==> src/rtl/sq_pkg.sv <==
package sq_pkg;
  // strobes from control to datapath
  typedef struct packed {
    logic allocEn;
    logic wrEn;
  } dpStrobe_t;
endpackage

==> src/rtl/sq_datapath.sv <==
module sq_datapath import sq_pkg::*; #(
  parameter int SLOTS = 5,
  parameter int IW    = 3,
  parameter int SEQW  = 8,
  parameter int AW    = 16,
  parameter int DW    = 32,
  parameter int SZW   = 4,
  parameter int LQW   = 4
) (
  input  logic                           clk,
  input  logic                           rstN,
  input  dpStrobe_t                      strobe,
  input  logic [IW-1:0]                  allocIdx,
  input  logic [SEQW-1:0]                allocSeq,
  input  logic [LQW-1:0]                 allocLq,
  input  logic [IW-1:0]                  wrIdx,
  input  logic [AW-1:0]                  wrAddr,
  input  logic [DW-1:0]                  wrData,
  input  logic [SZW-1:0]                 wrSize,
  input  logic [IW-1:0]                  rdIdx,
  output logic [SLOTS-1:0][SEQW-1:0]     seqArr,
  output logic [SLOTS-1:0]               sizeZero,
  output logic [AW-1:0]                  rdAddr,
  output logic [DW-1:0]                  rdData,
  output logic [SZW-1:0]                 rdSize,
  output logic [LQW-1:0]                 rdLq
);
  logic [SLOTS-1:0][AW-1:0]  addrQ;
  logic [SLOTS-1:0][DW-1:0]  dataQ;
  logic [SLOTS-1:0][SZW-1:0] sizeQ;
  logic [SLOTS-1:0][LQW-1:0] lqQ;

  always_ff @(posedge clk or negedge rstN) begin
    if (!rstN) begin
      addrQ  <= '0;
      dataQ  <= '0;
      sizeQ  <= '0;
      lqQ    <= '0;
      seqArr <= '0;
    end else begin
      if (strobe.allocEn && int'(allocIdx) < SLOTS) begin
        seqArr[allocIdx] <= allocSeq;
        lqQ[allocIdx]    <= allocLq;
      end
      if (strobe.wrEn && int'(wrIdx) < SLOTS) begin
        addrQ[wrIdx] <= wrAddr;
        dataQ[wrIdx] <= wrData;
        sizeQ[wrIdx] <= wrSize;
      end
    end
  end

  for (genvar g = 0; g < SLOTS; g++) begin : g_zero
    assign sizeZero[g] = (sizeQ[g] == '0);
  end

  always_comb begin
    rdAddr = '0;
    rdData = '0;
    rdSize = '0;
    rdLq   = '0;
    if (int'(rdIdx) < SLOTS) begin
      rdAddr = addrQ[rdIdx];
      rdData = dataQ[rdIdx];
      rdSize = sizeQ[rdIdx];
      rdLq   = lqQ[rdIdx];
    end
  end
endmodule

==> src/rtl/sq_control.sv <==
module sq_control import sq_pkg::*; #(
  parameter int DEPTH = 4,
  parameter int SEQW  = 8,
  parameter int PORTS = 1,
  parameter int SLOTS = DEPTH + 1,
  parameter int IW    = $clog2(SLOTS),
  parameter int CW    = $clog2(DEPTH + 1)
) (
  input  logic                       clk,
  input  logic                       rstN,
  input  logic                       allocValid,
  input  logic                       wrValid,
  input  logic                       commitValid,
  input  logic [SEQW-1:0]            commitSeq,
  input  logic                       squashValid,
  input  logic [SEQW-1:0]            squashSeq,
  input  logic                       cplValid,
  input  logic [IW-1:0]              cplIdx,
  input  logic                       reqReady,
  input  logic                       cacheRetry,
  input  logic [SLOTS-1:0][SEQW-1:0] seqArr,
  input  logic [SLOTS-1:0]           sizeZero,
  output dpStrobe_t                  strobe,
  output logic [IW-1:0]              allocIdx,
  output logic [IW-1:0]              rdIdx,
  output logic                       reqValid,
  output logic [CW-1:0]              freeCount,
  output logic [CW-1:0]              pendingCnt
);
  localparam logic [IW-1:0] LAST = IW'(SLOTS - 1);

  function automatic logic [IW-1:0] incIdx(input logic [IW-1:0] x);
    return (x == LAST) ? '0 : x + 1'b1;
  endfunction
  function automatic logic [IW-1:0] decIdx(input logic [IW-1:0] x);
    return (x == '0) ? LAST : x - 1'b1;
  endfunction

  logic [IW-1:0]    headQ, wbQ, tailQ;
  logic [SLOTS-1:0] eligQ, doneQ;
  logic             blockedQ;
  logic [CW-1:0]    pendingQ;

  logic [IW:0]      occ;
  logic             full, allocFire;

  assign occ = (tailQ >= headQ) ? ({1'b0, tailQ} - {1'b0, headQ})
                                : ({1'b0, tailQ} + (IW+1)'(SLOTS) - {1'b0, headQ});
  assign full       = (incIdx(tailQ) == headQ);
  assign allocFire  = allocValid && !full && !squashValid;
  assign freeCount  = CW'(DEPTH) - CW'(occ);
  assign pendingCnt = pendingQ;
  assign allocIdx   = tailQ;
  assign strobe     = '{allocEn: allocFire, wrEn: wrValid};

  // commit marking, oldest first
  logic [SLOTS-1:0] markVec;
  logic [IW-1:0]    cP;
  logic             cStop;
  always_comb begin
    markVec = '0;
    cP      = headQ;
    cStop   = 1'b0;
    for (int i = 0; i < SLOTS; i++) begin
      if (commitValid && !cStop && cP != tailQ) begin
        if (!eligQ[cP]) begin
          if (seqArr[cP] <= commitSeq) markVec[cP] = 1'b1;
          else                         cStop = 1'b1;
        end
        cP = incIdx(cP);
      end
    end
  end

  // writeback pointer walk
  logic [IW-1:0]    wP;
  logic             wStop, wSent, setBlocked, clrBlocked;
  logic [CW-1:0]    decCnt;
  logic [SLOTS-1:0] zeroVec;
  always_comb begin
    wP         = wbQ;
    wStop      = 1'b0;
    wSent      = 1'b0;
    setBlocked = 1'b0;
    clrBlocked = 1'b0;
    decCnt     = '0;
    zeroVec    = '0;
    reqValid   = 1'b0;
    rdIdx      = wbQ;
    if (blockedQ) begin
      if (cacheRetry) begin
        reqValid = 1'b1;
        if (reqReady) begin
          wP         = incIdx(wbQ);
          decCnt     = CW'(1);
          clrBlocked = 1'b1;
        end
      end
    end else begin
      for (int k = 0; k < PORTS; k++) begin
        if (!wStop && wP != tailQ && eligQ[wP]) begin
          if (sizeZero[wP]) begin
            zeroVec[wP] = 1'b1;
            wP          = incIdx(wP);
            decCnt      = decCnt + CW'(1);
          end else if (!wSent) begin
            wSent    = 1'b1;
            reqValid = 1'b1;
            rdIdx    = wP;
            if (reqReady) begin
              wP     = incIdx(wP);
              decCnt = decCnt + CW'(1);
            end else begin
              setBlocked = 1'b1;
              wStop      = 1'b1;
            end
          end else begin
            wStop = 1'b1;
          end
        end else begin
          wStop = 1'b1;
        end
      end
    end
  end

  // completion and head reclaim
  logic [SLOTS-1:0] doneAll, freeVec;
  logic [IW-1:0]    hP;
  logic             hStop;
  always_comb begin
    doneAll = doneQ | zeroVec;
    if (cplValid && int'(cplIdx) < SLOTS) doneAll[cplIdx] = 1'b1;
    freeVec = '0;
    hP      = headQ;
    hStop   = 1'b0;
    for (int i = 0; i < SLOTS; i++) begin
      if (!hStop && hP != tailQ && doneAll[hP]) begin
        freeVec[hP] = 1'b1;
        hP          = incIdx(hP);
      end else begin
        hStop = 1'b1;
      end
    end
  end

  // squash from the tail
  logic [SLOTS-1:0] eligAfter, killVec;
  logic [IW-1:0]    sT, sQ;
  logic             sStop;
  always_comb begin
    eligAfter = eligQ | markVec;
    killVec   = '0;
    sT        = tailQ;
    sQ        = tailQ;
    sStop     = 1'b0;
    for (int i = 0; i < SLOTS; i++) begin
      if (squashValid && !sStop && sT != headQ) begin
        sQ = decIdx(sT);
        if (seqArr[sQ] > squashSeq && !eligAfter[sQ]) begin
          killVec[sQ] = 1'b1;
          sT          = sQ;
        end else begin
          sStop = 1'b1;
        end
      end
    end
  end

  always_ff @(posedge clk or negedge rstN) begin
    if (!rstN) begin
      headQ    <= '0;
      wbQ      <= '0;
      tailQ    <= '0;
      eligQ    <= '0;
      doneQ    <= '0;
      blockedQ <= 1'b0;
      pendingQ <= '0;
    end else begin
      headQ    <= hP;
      wbQ      <= wP;
      if (squashValid)    tailQ <= sT;
      else if (allocFire) tailQ <= incIdx(tailQ);
      eligQ    <= eligAfter & ~freeVec & ~killVec;
      doneQ    <= doneAll & ~freeVec & ~killVec;
      if (setBlocked)      blockedQ <= 1'b1;
      else if (clrBlocked) blockedQ <= 1'b0;
      pendingQ <= pendingQ + CW'($countones(markVec)) - decCnt;
    end
  end
endmodule

==> src/rtl/store_queue.sv <==
module store_queue import sq_pkg::*; #(
  parameter int DEPTH = 4,
  parameter int SEQW  = 8,
  parameter int AW    = 16,
  parameter int DW    = 32,
  parameter int SZW   = 4,
  parameter int LQW   = 4,
  parameter int PORTS = 1,
  localparam int SLOTS = DEPTH + 1,
  localparam int IW    = $clog2(SLOTS),
  localparam int CW    = $clog2(DEPTH + 1)
) (
  input  logic            clk,
  input  logic            rstN,
  input  logic            allocValid,
  input  logic [SEQW-1:0] allocSeq,
  input  logic [LQW-1:0]  allocLqTag,
  input  logic            wrValid,
  input  logic [IW-1:0]   wrIdx,
  input  logic [AW-1:0]   wrAddr,
  input  logic [DW-1:0]   wrData,
  input  logic [SZW-1:0]  wrSize,
  input  logic            commitValid,
  input  logic [SEQW-1:0] commitSeq,
  input  logic            squashValid,
  input  logic [SEQW-1:0] squashSeq,
  output logic            reqValid,
  input  logic            reqReady,
  output logic [IW-1:0]   reqIdx,
  output logic [AW-1:0]   reqAddr,
  output logic [DW-1:0]   reqData,
  output logic [SZW-1:0]  reqSize,
  output logic [LQW-1:0]  reqLqTag,
  input  logic            cacheRetry,
  input  logic            cplValid,
  input  logic [IW-1:0]   cplIdx,
  output logic [CW-1:0]   freeCount
);
  dpStrobe_t                  strobe;
  logic [IW-1:0]              allocIdx;
  logic [SLOTS-1:0][SEQW-1:0] seqArr;
  logic [SLOTS-1:0]           sizeZero;
  logic [CW-1:0]              pendingCnt;

  sq_control #(
    .DEPTH(DEPTH), .SEQW(SEQW), .PORTS(PORTS),
    .SLOTS(SLOTS), .IW(IW), .CW(CW)
  ) u_ctrl (
    .clk(clk), .rstN(rstN),
    .allocValid(allocValid), .wrValid(wrValid),
    .commitValid(commitValid), .commitSeq(commitSeq),
    .squashValid(squashValid), .squashSeq(squashSeq),
    .cplValid(cplValid), .cplIdx(cplIdx),
    .reqReady(reqReady), .cacheRetry(cacheRetry),
    .seqArr(seqArr), .sizeZero(sizeZero),
    .strobe(strobe), .allocIdx(allocIdx), .rdIdx(reqIdx),
    .reqValid(reqValid), .freeCount(freeCount), .pendingCnt(pendingCnt)
  );

  sq_datapath #(
    .SLOTS(SLOTS), .IW(IW), .SEQW(SEQW), .AW(AW),
    .DW(DW), .SZW(SZW), .LQW(LQW)
  ) u_dp (
    .clk(clk), .rstN(rstN), .strobe(strobe),
    .allocIdx(allocIdx), .allocSeq(allocSeq), .allocLq(allocLqTag),
    .wrIdx(wrIdx), .wrAddr(wrAddr), .wrData(wrData), .wrSize(wrSize),
    .rdIdx(reqIdx), .seqArr(seqArr), .sizeZero(sizeZero),
    .rdAddr(reqAddr), .rdData(reqData), .rdSize(reqSize), .rdLq(reqLqTag)
  );
endmodule

==> config.mk <==
export PLATFORM = sky130hd
export DESIGN_NAME = store_queue
export DESIGN_NICKNAME = d
export VERILOG_FILES = /design/src/rtl/sq_pkg.sv /design/src/rtl/sq_datapath.sv /design/src/rtl/sq_control.sv /design/src/rtl/store_queue.sv
export SDC_FILE = /design/constraint.sdc
export NUM_CORES = 1
export LEC_CHECK = 0
export BUFFER_PORTS_ARGS = -buffer_cell sky130_fd_sc_hd__buf_4
export CAP_MARGIN = 0
export CORE_MARGIN = 8
export CORE_UTILIZATION = 55
export CTS_CLUSTER_SIZE = 24
export DETAILED_ROUTE_END_ITERATION = 16
export GPL_TIMING_DRIVEN = 0
export PLACE_DENSITY = 0.77
export SKIP_CTS_REPAIR_TIMING = 1
export SYNTH_ARGS = -nofsm -noshare
export SYNTH_HDL_FRONTEND = slang
export SYNTH_SLANG_ARGS = --single-unit
==> constraint.sdc <==
create_clock -name clk -period 27.8 [get_ports clk]
set_clock_uncertainty 0.1 [all_clocks]
set_input_delay 5.56 -clock clk [delete_from_list [all_inputs] [get_ports clk]]
set_output_delay 5.56 -clock clk [all_outputs]
set_load 0.1 [all_outputs]
* Yosys cells after proc, flatten, opt, wreduce, memory -nomap -nowiden
Cells that the tools add are included.
** Word-level totals
- Flip-flop bits (word level) :: 340
- Input bits :: 95
- Output and inout port bits :: 63
- Logic and storage cells :: 463
** Operators by class
- Add/sub/neg operators :: 19
- Magnitude comparators :: 51
- Eq/ne operators :: 27
- Muxes and demuxes :: 226
- Bitwise logic cells :: 21
- Reductions and logical operators :: 88
** Operators by type and width (count)
- 8-bit binary-select mux with 3-bit select :: 10
- 5-bit two-way mux :: 34
- 160-bit bitwise mux :: 1
- 3-bit two-way mux :: 42
- 32-bit binary-select mux with 3-bit select :: 1
- 32-bit demux with 3-bit select :: 1
- 32-bit two-way mux :: 3
- 8-bit two-way mux :: 11
- 80-bit bitwise mux :: 1
- 5-bit OR :: 15
- 3-bit by 4-bit < comparator with 1-bit output, second input constant :: 18
- 1-bit two-way mux :: 70
- 1-bit logical AND :: 56
- 3-bit by 1-bit >= comparator with 1-bit output, second input constant :: 18
- 1-bit binary-select mux with 3-bit select :: 17
- 16-bit binary-select mux with 3-bit select :: 1
- 1-bit demux with 3-bit select :: 16
- 16-bit demux with 3-bit select :: 1
- 16-bit two-way mux :: 3
- 3-bit != test :: 15
- 20-bit bitwise mux :: 2
- 40-bit bitwise mux :: 1
- 8-bit greater-than comparator :: 5
- 8-bit <= comparator :: 5
- 21 further kinds :: 85

* Depth between registers and ports, before layout
- Depth after elaboration :: 70
- Mapped depth :: 145
- Mapped depth without buffers :: 129

* Cells and area by module
From an unflattened synthesis, not the netlist that was laid out.
** Unflattened totals
- Cell total of the unflattened synthesis :: 2448
- Area total of the unflattened synthesis :: 25308.0 um^2
** Modules (own cells, without submodules)
- sq_datapath :: times used 1, cells each 948, area an instance 14117.3 um^2, sequential area each 8007.7 um^2
- sq_control :: times used 1, cells each 1500, area an instance 11190.7 um^2, sequential area each 575.6 um^2

* Worst setup path before layout
Ideal clock, no wire load.
- Path type :: input -> register
- Start :: in commitValid
- End :: reg u_ctrl.tailQ[0], in the netlist u_ctrl.allocIdx[0]
- Setup time :: 82 ps
- Arrival :: 28348 ps
- Data required time :: 27618 ps
- Setup slack :: -730 ps
- Cell stages on the path :: 132
- Path buffers :: 16
- Path through :: buf_4 > inv_2 > buf_2 > nor3_2 > nor2_1 > clkbuf_1 > buf_1 > clkbuf_1 > nand2_1 > a31oi_1 > ha_1 > nand2_1 > o21ai_0 > mux2i_1 > a21oi_1 > or3b_1 > o21a_1 > and3_4 > [... 96 more ...] > a2111oi_1 > or2_1 > buf_6 > buf_2 > nor2_1 > a32o_1 > ha_1 > nor2b_1 > o21a_1 > o21ai_0 > nand2b_1 > a21oi_1 > o21ai_0 > o311ai_0 > nor2_1 > o221ai_2 > or4_1 > a31oi_1
** On the way
- Cells in the longest elaborated chain, start to end :: 64
- Elaborated cells between the ends (all ways) :: 177
- Classes of those cells :: 7 x add/sub; 16 x order compare; 11 x eq/ne; 95 x mux; 5 x bitwise; 43 x reduce/logical
** Ends and longest elaborated chain
- start, declared :: line store_queue.sv:23 : input logic commitValid,
- parallel branches: the longest is 23 deep, another holds 8-bit <= comparator
- 5-bit two-way mux * :: line sq_control.sv:65 : if (commitValid && !cStop && cP != tailQ) begin
- 5-bit OR * :: line sq_control.sv:152 : eligAfter = eligQ | markVec;
- 1-bit binary-select mux with 3-bit select :: line sq_control.sv:160 : if (seqArr[sQ] > squashSeq && !eligAfter[sQ]) begin
- 1-bit two-way mux (implied by the code) :: line sq_control.sv:160
- 1-bit logical NOT :: line sq_control.sv:160
- 1-bit logical AND :: line sq_control.sv:160
- 3-bit two-way mux :: line sq_control.sv:160
- [... 26 more ...]
- 3-bit two-way mux :: line sq_control.sv:36 : return (x == '0) ? LAST : x - 1'b1;
- 8-bit binary-select mux with 3-bit select / 1-bit binary-select mux with 3-bit select (equally long branches) :: line sq_control.sv:160
- 8-bit two-way mux (implied by the code) / 1-bit two-way mux (equally long branches) :: line sq_control.sv:160
- 8-bit greater-than comparator / 1-bit logical NOT (equally long branches) :: line sq_control.sv:160
- 1-bit logical AND :: line sq_control.sv:160
- 3-bit two-way mux :: line sq_control.sv:160
- 3-bit two-way mux * :: line sq_control.sv:158 : if (squashValid && !sStop && sT != headQ) begin
- 3-bit two-way mux * :: line sq_control.sv:182 : if (squashValid) tailQ <= sT;
- end signal, assigned :: line sq_control.sv:182
- end signal, assigned :: line sq_control.sv:183 : else if (allocFire) tailQ <= incIdx(tailQ);
- end, declared :: line sq_control.sv:39 : logic [IW-1:0] headQ, wbQ, tailQ;
Mark *: on every way between the ends. The select of a mux whose other input is x is not followed.
A chain may end at the register's enable or synchronous reset.

* Final worst setup path
- Start :: in commitValid
- End :: reg u_ctrl.doneQ[1]
** On the way
- Cells in the longest elaborated chain, start to end :: 66
- Elaborated cells between the ends (all ways) :: 210
- Classes of those cells :: 7 x add/sub; 24 x order compare; 11 x eq/ne; 110 x mux; 11 x bitwise; 47 x reduce/logical
** Ends and longest elaborated chain
- parallel branches: the longest is 23 deep, another holds 8-bit <= comparator
- 5-bit two-way mux * :: line sq_control.sv:65
- 5-bit OR * :: line sq_control.sv:152
- parallel branches: the longest is 38 deep, another holds 8-bit greater-than comparator
- 5-bit two-way mux * :: line sq_control.sv:158
- 5-bit inverter * :: line sq_control.sv:185 : doneQ <= doneAll & ~freeVec & ~killVec;
- 5-bit bitwise AND * :: line sq_control.sv:185
- end signal, assigned :: line sq_control.sv:185
- end, declared :: line sq_control.sv:40 : logic [SLOTS-1:0] eligQ, doneQ;
Marks and branches as above.

==> results.txt <==
crit path max fanout: 10
Netlist cell types: 111
Gate Count Post-Synth: 2588
die width: 230.5 um
flop2flop setup slack: 2.80 ns
vias in the first global route: 23560
die area: 0.05314 mm2
reg-to-reg startpoint: u_ctrl.headQ[1]
clock buffer depth: 3
Syn. warnings: 0
Hold WS: 0.4038 ns
Final Net Count: 3136
ys flop type: dfrtp_1
WP data arrival: 27.74 ns
Row Count: 78
CTS tree: built
post-route clock period utilization: 99.00%
grt ovf: 0
Synth Area per Inst: 9.780 um2
CP startpoint kind: primary input
CTS Buf Count: 35
EDFF count, synth: 0
async set-reset flop share out of synthesis: 100.0%
Critical Path RT: 28.02 ns
post-synthesis register bit count: 340
Worst-path clk slew: 0.06 ns
drt pass-1 iters: 8
Inst Count DP: 3347
Setup CP Type: in2reg
CTS HTree Levels: 2
Tot GR Track Use: 32.52%
global placement routability congestion: 0.9807
setup violators final: 0
via count of the routed design: 24590
wire per inst: 26.48 um
worst reg2reg path depth: 133
fraction of layout cells with a size suffix above 1: 33.84%
Crit path largest cell delay: 0.51 ns
Max Freq: 36.33 MHz
Slowest cell on crit path: mux4_2
outcome: finished, final reports clean
Final Non-Filler Cells: 3554
largest net degree at the start of global routing: 107
min-delay src: u_dp.dataQ[74]
mapped cell area: 0.02531 mm2
FF-to-FF End: u_ctrl.doneQ[1]
Starting Density: 55.77%
core area: 0.04538 mm2
minimum clock period: 27.52 ns
worst-margin pin slew: 1.347 ns
Hold Path Cell Cnt: 1
post-route DRC violation count: 0
first-pass GRT wire length: 136900 um
Area growth syn-to-layout: 22.21%
Routed WL: 94130 um
HP Class: reg2reg
Skew-Pair Late Insertion Delay: 0.54 ns
Starting DRT DRC Count: 2941
DRT antenna net count: 0
initial antenna violation count: 5
Root Buffer: clkbuf_16
clock sinks: 340
Max-slew headroom: 9.422%
post-synthesis sequential area ratio: 33.62%
Max Cap Viol: 0
fin util: 68.16%
crit path launch: commitValid
hold worst-path end: u_dp.dataQ[74]
die height: 230.5 um
post-synth net total: 2799
Ports: 158
port bufs: 155
vias per cell: 6.918
HPWL after DPL: 64650 um
CP Capture Type: flop
final hold violations: 0
max-slew violation count: 0
[worst max-delay path, delay by kind of cell]
family / cells / cell delay (ns)
simple gates: 32 / 5.23
mux: 4 / 1.43
compound gates: 65 / 10.31
fa+ha+maj: 11 / 2.54
buf+inv: 19 / 2.60
[logic make-up (layout without fill, tap and decap cells)]
kind of cell    Yosys count  count (layout)  share of synthesized area (%)
xor+xnor                 29              29                          1.004
simple gates            531             532                          10.30
compound gates          793             793                          22.25
flops                   340             340                          33.62
mux                     498             498                          22.63
other cells               0               5                              0
buf+inv                 281             641                          4.444
fa+ha+maj               116             116                          5.764
[sequential cells by signal, indices dropped and copies added, names as in the netlist, 5 cells and up]
register / count
u_dp.sizeQ: 20
u_dp.dataQ: 160
u_ctrl.doneQ: 5
u_dp.seqArr: 40
u_ctrl.eligQ: 5
u_dp.lqQ: 20
u_dp.addrQ: 80
[cells in the final DEF, fill, tap and decap left out, types with 11 or more instances in the layout]
| master | synthesis | routed |
|---|---|---|
| mux2i_1 | 135 | 132 |
| nor2_4 | 0 | 11 |
| nand3_1 | 41 | 40 |
| ha_1 | 115 | 101 |
| xnor2_1 | 21 | 21 |
| dfrtp_1 | 340 | 340 |
| buf_12 | 0 | 12 |
| buf_1 | 26 | 21 |
| and2_1 | 17 | 14 |
| nor3_1 | 28 | 25 |
| a32o_1 | 13 | 13 |
| clkbuf_16 | 0 | 39 |
| nor2_1 | 151 | 129 |
| buf_4 | 6 | 301 |
| buf_2 | 20 | 19 |
| o22a_1 | 43 | 43 |
| nand2b_1 | 16 | 15 |
| mux2_2 | 336 | 334 |
| nor4_1 | 23 | 22 |
| o21ai_1 | 10 | 15 |
| a21oi_1 | 198 | 178 |
| o211ai_1 | 14 | 14 |
| a31oi_1 | 45 | 39 |
| nand4_1 | 26 | 26 |
| o21a_1 | 17 | 16 |
| a211oi_1 | 25 | 23 |
| a22o_1 | 21 | 21 |
| a22oi_1 | 88 | 85 |
| a21oi_2 | 5 | 22 |
| clkbuf_1 | 158 | 132 |
| nand2_1 | 150 | 144 |
| nor2_2 | 2 | 14 |
| nor2b_1 | 16 | 13 |
| a21o_1 | 32 | 31 |
| mux4_2 | 24 | 24 |
| inv_1 | 61 | 48 |
| o21ai_0 | 69 | 52 |
| o22ai_1 | 67 | 67 |
| buf_6 | 3 | 13 |
[final cells by class]
class / count / area, um2
Timing Repair Buffer: 306 / 2455
Multi-Input combinational cell: 1968 / 16600
Tap cell: 600 / 750.7
Buffer: 206 / 1152
Sequential cell: 340 / 8508
Clock buffer: 48 / 1007
Antenna cell: 5 / 12.51
Fill cell: 3433 / 14450
Clock inverter: 13 / 162.7
Inverter: 68 / 285.3
[stage by stage]
step	worst slack, ns	instance area (um2)	setup TNS (ns)
finish	0.2780	30930	0
global route	-0.4255	30920	-3.051
CTS	-6.004	28510	-48.44
detailed placement	-6.462	27340	-52.59
global placement	-5.847	27240	-47.46
floorplan	0.02981	25330	0
[how the worst max path moves through the flow]
| stage | endpoint | depth (start not counted) |
|---|---|---|
| after floorplan | u_ctrl.allocIdx[0] | 131 |
| after global placement | u_ctrl.allocIdx[0] | 131 |
| after detailed placement | u_ctrl.allocIdx[0] | 131 |
| after CTS | u_ctrl.allocIdx[0] | 131 |
| after global routing | u_ctrl.allocIdx[0] | 127 |
| final | u_ctrl.doneQ[1] | 131 |
[cells in the mapped netlist, types with 25 or more instances]
| master | n | area, um2 |
|---|---|---|
| nor2_1 | 151 | 566.8 |
| dfrtp_1 | 340 | 8508 |
| a22oi_1 | 88 | 660.6 |
| a31oi_1 | 45 | 281.5 |
| o22a_1 | 43 | 376.6 |
| ha_1 | 115 | 1439 |
| nor3_1 | 28 | 140.1 |
| inv_1 | 61 | 229.0 |
| mux2_2 | 336 | 3784 |
| o21ai_0 | 69 | 345.3 |
| mux2i_1 | 135 | 1351 |
| a211oi_1 | 25 | 187.7 |
| nand3_1 | 41 | 205.2 |
| nand2_1 | 150 | 563.0 |
| buf_1 | 26 | 97.59 |
| o22ai_1 | 67 | 419.2 |
| a21oi_1 | 198 | 991.0 |
| clkbuf_1 | 158 | 593.1 |
| a21o_1 | 32 | 240.2 |
| nand4_1 | 26 | 162.7 |
[metal layers]
layer	global-route usage (%)	share of wire [%]
met1	39.26	36
met2	53.13	46
met3	7.273	10
met5	0	0.027
met4	18.99	7.4
Power is not shown: default switching activity piles up to over one toggle a cycle in this logic, so the estimate is an artifact.
